File: src/rtl/gpio_pkg.sv
package gpio_pkg;

  localparam int OFS_W = 5;

  typedef enum logic [1:0] {
    SENS_LOW  = 2'b00,
    SENS_HIGH = 2'b01,
    SENS_RISE = 2'b10,
    SENS_FALL = 2'b11
  } sens_e;

  typedef enum logic [OFS_W-1:0] {
    OFS_OUT    = 5'h00,
    OFS_DIR    = 5'h04,
    OFS_PAD    = 5'h08,
    OFS_SENS_L = 5'h0C,
    OFS_SENS_H = 5'h10,
    OFS_MASK   = 5'h14,
    OFS_STAT   = 5'h18
  } reg_ofs_e;

endpackage

File: src/rtl/gpio_sync.sv
module gpio_sync #(
  parameter int WIDTH  = 32,
  parameter int STAGES = 2
) (
  input  logic             clk,
  input  logic             rst,
  input  logic [WIDTH-1:0] async_in,
  output logic [WIDTH-1:0] sync_out
);

  logic [WIDTH-1:0] stage_q [STAGES];

  always_ff @(posedge clk) begin
    if (rst) begin
      for (int s = 0; s < STAGES; s++) stage_q[s] <= '0;
    end else begin
      stage_q[0] <= async_in;
      for (int s = 1; s < STAGES; s++) stage_q[s] <= stage_q[s-1];
    end
  end

  assign sync_out = stage_q[STAGES-1];

endmodule

File: src/rtl/gpio_detect.sv
module gpio_detect import gpio_pkg::*; #(
  parameter int NPIN = 32
) (
  input  logic              clk,
  input  logic              rst,
  input  logic [NPIN-1:0]   level,
  input  logic [NPIN-1:0]   sens_lo,
  input  logic [NPIN-1:0]   sens_hi,
  output logic [NPIN-1:0]   hit
);

  localparam int HALF = NPIN / 2;

  logic [NPIN-1:0] prev_q;

  always_ff @(posedge clk) begin
    if (rst) prev_q <= '0;
    else     prev_q <= level;
  end

  for (genvar i = 0; i < NPIN; i++) begin : g_pin
    localparam int FIELD = 2 * (i % HALF);
    logic [1:0] code;

    if (i < HALF) begin : g_lo
      assign code = sens_lo[FIELD +: 2];
    end else begin : g_hi
      assign code = sens_hi[FIELD +: 2];
    end

    always_comb begin
      case (sens_e'(code))
        SENS_LOW:  hit[i] = ~level[i];
        SENS_HIGH: hit[i] =  level[i];
        SENS_RISE: hit[i] =  level[i] & ~prev_q[i];
        SENS_FALL: hit[i] = ~level[i] &  prev_q[i];
        default:   hit[i] = 1'b0;
      endcase
    end
  end

endmodule

File: src/rtl/gpio_regs.sv
module gpio_regs import gpio_pkg::*; #(
  parameter int NPIN   = 32,
  parameter int ADDR_W = 5
) (
  input  logic              clk,
  input  logic              rst,
  input  logic              bus_sel,
  input  logic              bus_wr,
  input  logic [ADDR_W-1:0] bus_addr,
  input  logic [NPIN-1:0]   bus_wdata,
  output logic [NPIN-1:0]   bus_rdata,
  input  logic [NPIN-1:0]   pad_level,
  input  logic [NPIN-1:0]   hit,
  output logic [NPIN-1:0]   out_q,
  output logic [NPIN-1:0]   dir_q,
  output logic [NPIN-1:0]   sens_lo_q,
  output logic [NPIN-1:0]   sens_hi_q,
  output logic [NPIN-1:0]   mask_q,
  output logic [NPIN-1:0]   stat_q
);

  logic wr_en, rd_en;
  logic sel_out, sel_dir, sel_pad, sel_sl, sel_sh, sel_mask, sel_stat;
  logic [NPIN-1:0] clr_vec;
  logic [NPIN-1:0] rd_mux;

  assign wr_en = bus_sel &  bus_wr;
  assign rd_en = bus_sel & ~bus_wr;

  assign sel_out  = (bus_addr == ADDR_W'(OFS_OUT));
  assign sel_dir  = (bus_addr == ADDR_W'(OFS_DIR));
  assign sel_pad  = (bus_addr == ADDR_W'(OFS_PAD));
  assign sel_sl   = (bus_addr == ADDR_W'(OFS_SENS_L));
  assign sel_sh   = (bus_addr == ADDR_W'(OFS_SENS_H));
  assign sel_mask = (bus_addr == ADDR_W'(OFS_MASK));
  assign sel_stat = (bus_addr == ADDR_W'(OFS_STAT));

  assign clr_vec = (wr_en && sel_stat) ? bus_wdata : '0;

  always_ff @(posedge clk) begin
    if (rst) begin
      out_q     <= '0;
      dir_q     <= '0;
      sens_lo_q <= '0;
      sens_hi_q <= '0;
      mask_q    <= '0;
    end else if (wr_en) begin
      if (sel_out)  out_q     <= bus_wdata;
      if (sel_dir)  dir_q     <= bus_wdata;
      if (sel_sl)   sens_lo_q <= bus_wdata;
      if (sel_sh)   sens_hi_q <= bus_wdata;
      if (sel_mask) mask_q    <= bus_wdata;
    end
  end

  // detection wins over a clear landing on the same edge
  always_ff @(posedge clk) begin
    if (rst) stat_q <= '0;
    else     stat_q <= (stat_q & ~clr_vec) | hit;
  end

  always_comb begin
    rd_mux = '0;
    if (sel_out)  rd_mux = out_q;
    if (sel_dir)  rd_mux = dir_q;
    if (sel_pad)  rd_mux = pad_level;
    if (sel_sl)   rd_mux = sens_lo_q;
    if (sel_sh)   rd_mux = sens_hi_q;
    if (sel_mask) rd_mux = mask_q;
    if (sel_stat) rd_mux = stat_q;
  end

  always_ff @(posedge clk) begin
    if (rst)        bus_rdata <= '0;
    else if (rd_en) bus_rdata <= rd_mux;
  end

endmodule

File: src/rtl/gpio_irq_out.sv
module gpio_irq_out #(
  parameter int NPIN = 32
) (
  input  logic            clk,
  input  logic            rst,
  input  logic [NPIN-1:0] stat,
  input  logic [NPIN-1:0] mask,
  output logic            irq_lo,
  output logic            irq_hi,
  output logic            irq_any
);

  localparam int HALF = NPIN / 2;

  logic [NPIN-1:0] pend;
  logic [1:0]      half_req;

  assign pend = stat & mask;

  for (genvar h = 0; h < 2; h++) begin : g_half
    assign half_req[h] = |pend[h*HALF +: HALF];
  end

  always_ff @(posedge clk) begin
    if (rst) begin
      irq_lo  <= 1'b0;
      irq_hi  <= 1'b0;
      irq_any <= 1'b0;
    end else begin
      irq_lo  <= half_req[0];
      irq_hi  <= half_req[1];
      irq_any <= |pend;
    end
  end

endmodule

File: src/rtl/gpio_irq_port.sv
module gpio_irq_port import gpio_pkg::*; #(
  parameter int NPIN   = 32,
  parameter int ADDR_W = 5
) (
  input  logic              clk,
  input  logic              rst,
  input  logic              bus_sel,
  input  logic              bus_wr,
  input  logic [ADDR_W-1:0] bus_addr,
  input  logic [NPIN-1:0]   bus_wdata,
  output logic [NPIN-1:0]   bus_rdata,
  input  logic [NPIN-1:0]   pad_in,
  output logic [NPIN-1:0]   pad_out,
  output logic [NPIN-1:0]   pad_oe,
  output logic              irq_lo,
  output logic              irq_hi,
  output logic              irq_any
);

  logic [NPIN-1:0] sync_q;
  logic [NPIN-1:0] hit_vec;
  logic [NPIN-1:0] out_q, dir_q, sens_lo_q, sens_hi_q, mask_q, stat_q;

  gpio_sync #(.WIDTH(NPIN), .STAGES(2)) u_sync (
    .clk      (clk),
    .rst      (rst),
    .async_in (pad_in),
    .sync_out (sync_q)
  );

  gpio_detect #(.NPIN(NPIN)) u_detect (
    .clk     (clk),
    .rst     (rst),
    .level   (sync_q),
    .sens_lo (sens_lo_q),
    .sens_hi (sens_hi_q),
    .hit     (hit_vec)
  );

  gpio_regs #(.NPIN(NPIN), .ADDR_W(ADDR_W)) u_regs (
    .clk       (clk),
    .rst       (rst),
    .bus_sel   (bus_sel),
    .bus_wr    (bus_wr),
    .bus_addr  (bus_addr),
    .bus_wdata (bus_wdata),
    .bus_rdata (bus_rdata),
    .pad_level (sync_q),
    .hit       (hit_vec),
    .out_q     (out_q),
    .dir_q     (dir_q),
    .sens_lo_q (sens_lo_q),
    .sens_hi_q (sens_hi_q),
    .mask_q    (mask_q),
    .stat_q    (stat_q)
  );

  gpio_irq_out #(.NPIN(NPIN)) u_irq (
    .clk     (clk),
    .rst     (rst),
    .stat    (stat_q),
    .mask    (mask_q),
    .irq_lo  (irq_lo),
    .irq_hi  (irq_hi),
    .irq_any (irq_any)
  );

  assign pad_out = out_q;
  assign pad_oe  = dir_q;

endmodule

File: config.mk
export PLATFORM = sky130hd
export DESIGN_NAME = gpio_irq_port
export DESIGN_NICKNAME = d
export VERILOG_FILES = /design/src/rtl/gpio_pkg.sv /design/src/rtl/gpio_sync.sv /design/src/rtl/gpio_detect.sv /design/src/rtl/gpio_regs.sv /design/src/rtl/gpio_irq_out.sv /design/src/rtl/gpio_irq_port.sv
export SDC_FILE = /design/constraint.sdc
export NUM_CORES = 1
export LEC_CHECK = 0
export BUFFER_PORTS_ARGS = -buffer_cell sky130_fd_sc_hd__buf_2
export CAP_MARGIN = 10
export CORE_ASPECT_RATIO = 1.2
export CORE_UTILIZATION = 30
export CTS_CLUSTER_DIAMETER = 80
export CTS_CLUSTER_SIZE = 8
export DETAILED_ROUTE_END_ITERATION = 7
export PLACE_DENSITY = 0.46
export SYNTH_ARGS = -nofsm -noshare
export SYNTH_HDL_FRONTEND = slang
export SYNTH_HIERARCHICAL = 1
export SYNTH_SLANG_ARGS = --single-unit
File: constraint.sdc
create_clock -name clk -period 1.5 [get_ports clk]
set_clock_uncertainty 0.1 [all_clocks]
set_input_delay 0.075 -clock clk [delete_from_list [all_inputs] [get_ports clk]]
set_output_delay 0.075 -clock clk [all_outputs]
set_load 0.005 [all_outputs]
==> flow_summary_export.csv <==
group,metric,value,unit
run_status,status,"finished, violations left",
run_status,violations,"setup timing",
finish,drive_gt1_frac,0.311,
critical_path,critPathSlowestCell,"or3b_1",
placement,gp_congestion,0.876,
critical_path,cp.required,1.89,ns
critical_path,crit_path_max_fanout,2,
global_route,grt_first_pass_wirelength,90200,microns
finish,nets,2212,
logic_synthesis,synth_cells,1754,
job,cap_violations,0,
finish,fillers,4961,
logic_synthesis,synth_ff_type,"dfxtp_1",
global_route,grt-ovfl-total,0,
finish,multiInputGateArea,7750,sq um
routing,vias,14300,
routing,drtAntennaViolNets,0,
finish,seqCellArea,6490,sq um
global_route,grt_max_degree,37,
global_route,track_usage,0.239,
timing,hold_ws,0.0225,ns
critical_path,arrival,1.94,ns
die,die-area,50700,sq um
pwr,pwr_density_cell,991,nW/um^2
clock_tree,clk_pin_slew,0.05,ns
critical_path,crit_type,"flop to flop",
pwr,total_power,20300,uW
routing,via_per_inst,5.13,
logic_synthesis,syn-num-nets,1827,
logic_synthesis,yosys_warnings,6,
timing,max_freq,642,MHz
die,initial_utilization,0.304,
timing,fin_crit,1.56,ns
critical_path,cp_slowest_stage_delay,0.38,ns
routing,wl_per_cell,22.0,microns
clock_tree,cts_buffer_depth,3,
critical_path,path_delay_family,"compound AO/OA/AOI/OAI gates",
placement,dp_hpwl,42400,microns
clock_tree,cts_buffers,46,
global_route,antenna_found_initial,1,
global_route,grt_pass1_vias,14100,
critical_path,path_cells,"or3b_1, a32oi_2, buf_4, nor2_1, a311oi_2",
die,die_w,206,microns
logic_synthesis,async_reset_ff_frac,0,
timing,min_period_over_period,1.04,
routing,firstDrtPassIters,5,
routing,drc,0,
logic_synthesis,syn_area_per_cell,8.52,sq um
clock_tree,tritoncts,"yes",
logic_synthesis,ys_ff_latch,323,
clock_tree,insertion_delay,0.57,ns
die,ios,172,
finish,syn_to_final_growth,37.1,%
logic_synthesis,netlist_area,14900,sq um
pwr,p_leak,0.00813,uW
pwr,irDropWorstVdd,0.677,mV
routing,drt-initial-drc-count,852,
routing,postRouteWirelength,61100,microns
logic_synthesis,synth-edff-count,0,
timing,drv_slew,0,
min_path,hp-class,"primary input to flop",
finish,final_core_util,0.416,
timing,hold_viol,0,
critical_path,cp-end-kind,"flop",
die,rows,89,
timing,max-slew-margin-rel,0.266,
clock_tree,root_buffer,"clkbuf_16",
placement,portBuffers,171,
logic_synthesis,yosysSeqAreaShare,0.433,
clock_tree,clock-sinks,323,
timing,setup_viol,6,
logic_synthesis,ys_types,41,
critical_path,start_kind,"flop",
die,die_height,246,microns
critical_path,cp_num_buf_inv,1,
die,core_area,49200,sq um
clock_tree,h-tree-depth,2,
timing,setup_ws,-0.0573,ns
timing,rsz0062_at_grt,"true",
timing,worst_slew_pin_slew,1.10,ns
-- per-layer routing --
metal  track usage  vias to the layer above  share of wire
met1         0.284                     6979           0.42
met5             0                        -              0
met3        0.0376                      113          0.043
met2         0.429                      375           0.50
li1              -                     6789              -
met4        0.0876                        0          0.039
-- stage by stage --
| step | setup TNS, ns | cells | instance area [sq um] | worst slack, ns |
|---|---|---|---|---|
| detailed placement | -7.27 | 2600 | 17700 | -0.198 |
| global placement | -5.57 | 2600 | 17700 | -0.178 |
| CTS | -0.223 | 2775 | 20200 | -0.0878 |
| global route | -0.659 | 2777 | 20500 | -0.114 |
| floorplan | 0 | 1754 | 14900 | 0.0817 |
| finish | -0.216 | 2778 | 20500 | -0.0573 |
-- Yosys cell counts (all sizes together), types with 2 or more instances --
master | instances | area, sq um
a211o | 32 | 280
a21oi | 162 | 811
a221oi | 8 | 120
a22o | 8 | 70.1
a22oi | 31 | 233
a311oi | 32 | 280
a31oi | 34 | 213
a32oi | 32 | 280
and2 | 5 | 31.3
and2b | 2 | 15.0
and3 | 36 | 225
and4 | 2 | 17.5
buf | 84 | 623
clkbuf | 80 | 300
dfxtp | 323 | 6470
inv | 32 | 120
nand2 | 353 | 1330
nand2b | 35 | 219
nand3 | 69 | 345
nand3b | 31 | 233
nor2 | 163 | 837
nor2b | 97 | 757
nor3 | 2 | 15.0
o21ba | 32 | 320
o221ai | 31 | 459
or3b | 32 | 280
-- flip-flops by register name, indices dropped and copies added (netlist names) --
register and count:
u_sync/stage_q 64, u_detect/prev_q 32, u_regs/bus_rdata 32, u_regs/dir_q 32, u_regs/mask_q 32, u_regs/out_q 32
u_regs/sens_hi_q 32, u_regs/sens_lo_q 32, u_regs/stat_q 32, u_irq/irq_any 1, u_irq/irq_hi 1, u_irq/irq_lo 1
-- kinds of logic (layout without fill, tap and decap cells) --
kind of cell / Yosys count / in the layout / synth area share
AO/OA/AOI/OAI: 404 / 404 / 0.207
buffers and inverters: 196 / 582 / 0.0698
flip-flops: 323 / 323 / 0.433
multiplexers: 1 / 1 / 0.000754
other: 0 / 1 / 0
AND/OR/NAND/NOR: 830 / 830 / 0.290
-- path summary, 6_finish.rpt --
check	depth (start not counted)	from	slack [ns]	endpoint
max reg2reg	5	u_regs/sens_lo_q[26]	-0.06	u_regs/stat_q[13]
min reg2reg	1	u_sync/stage_q[0][14]	0.34	u_sync/stage_q[0][46]
min	4	bus_addr[3]	0.02	u_regs/bus_rdata[30]
max	5	u_regs/sens_lo_q[26]	-0.06	u_regs/stat_q[13]
-- worst reg2reg max path, stage by stage, from the launching register on --
cell      delay, ns
dfxtp_1        0.31
or3b_1         0.38
a32oi_2        0.25
buf_4          0.17
nor2_1         0.04
a311oi_2       0.22
-- area by class of cell --
type	instances	share of cell area
diodes	1	0.000122
clock buffers	47	0.0574
clock inverters	2	0.000794
inverters	32	0.00586
multi-input cells	1235	0.379
flip-flops and latches	323	0.317
well taps	637	0.0389
repair buffers	501	0.202
-- where the power goes --
group	switching, uW	internal [uW]
sequential	196	8830
combinational	1080	909
clock	3820	5460
-- cells in the final DEF, fill, tap and decap left out, types with 48 or more instances in the layout --
cell type / Yosys / final
buf_2: 33 / 170
nor2_1: 133 / 132
nor2b_2: 60 / 60
a21oi_1: 162 / 162
nand2_1: 353 / 352
buf_4: 40 / 167
dfxtp_1: 323 / 304
dlygate4sd3_1: 0 / 124
clkbuf_16: 0 / 48
nand3_1: 69 / 68
-- what timing repair did --
item | 4_1_cts | 5_1_grt
endpoints found under the hold margin | 265 | 0
pin swaps | 15 | 27
hold buffers | 127 | 0
cloned | 0 | 1
setup endpoints to repair | 15 | 49
setup buffers | 0 | 1
gates resized for setup | 21 | 57
(Power assumes the default switching activity.)
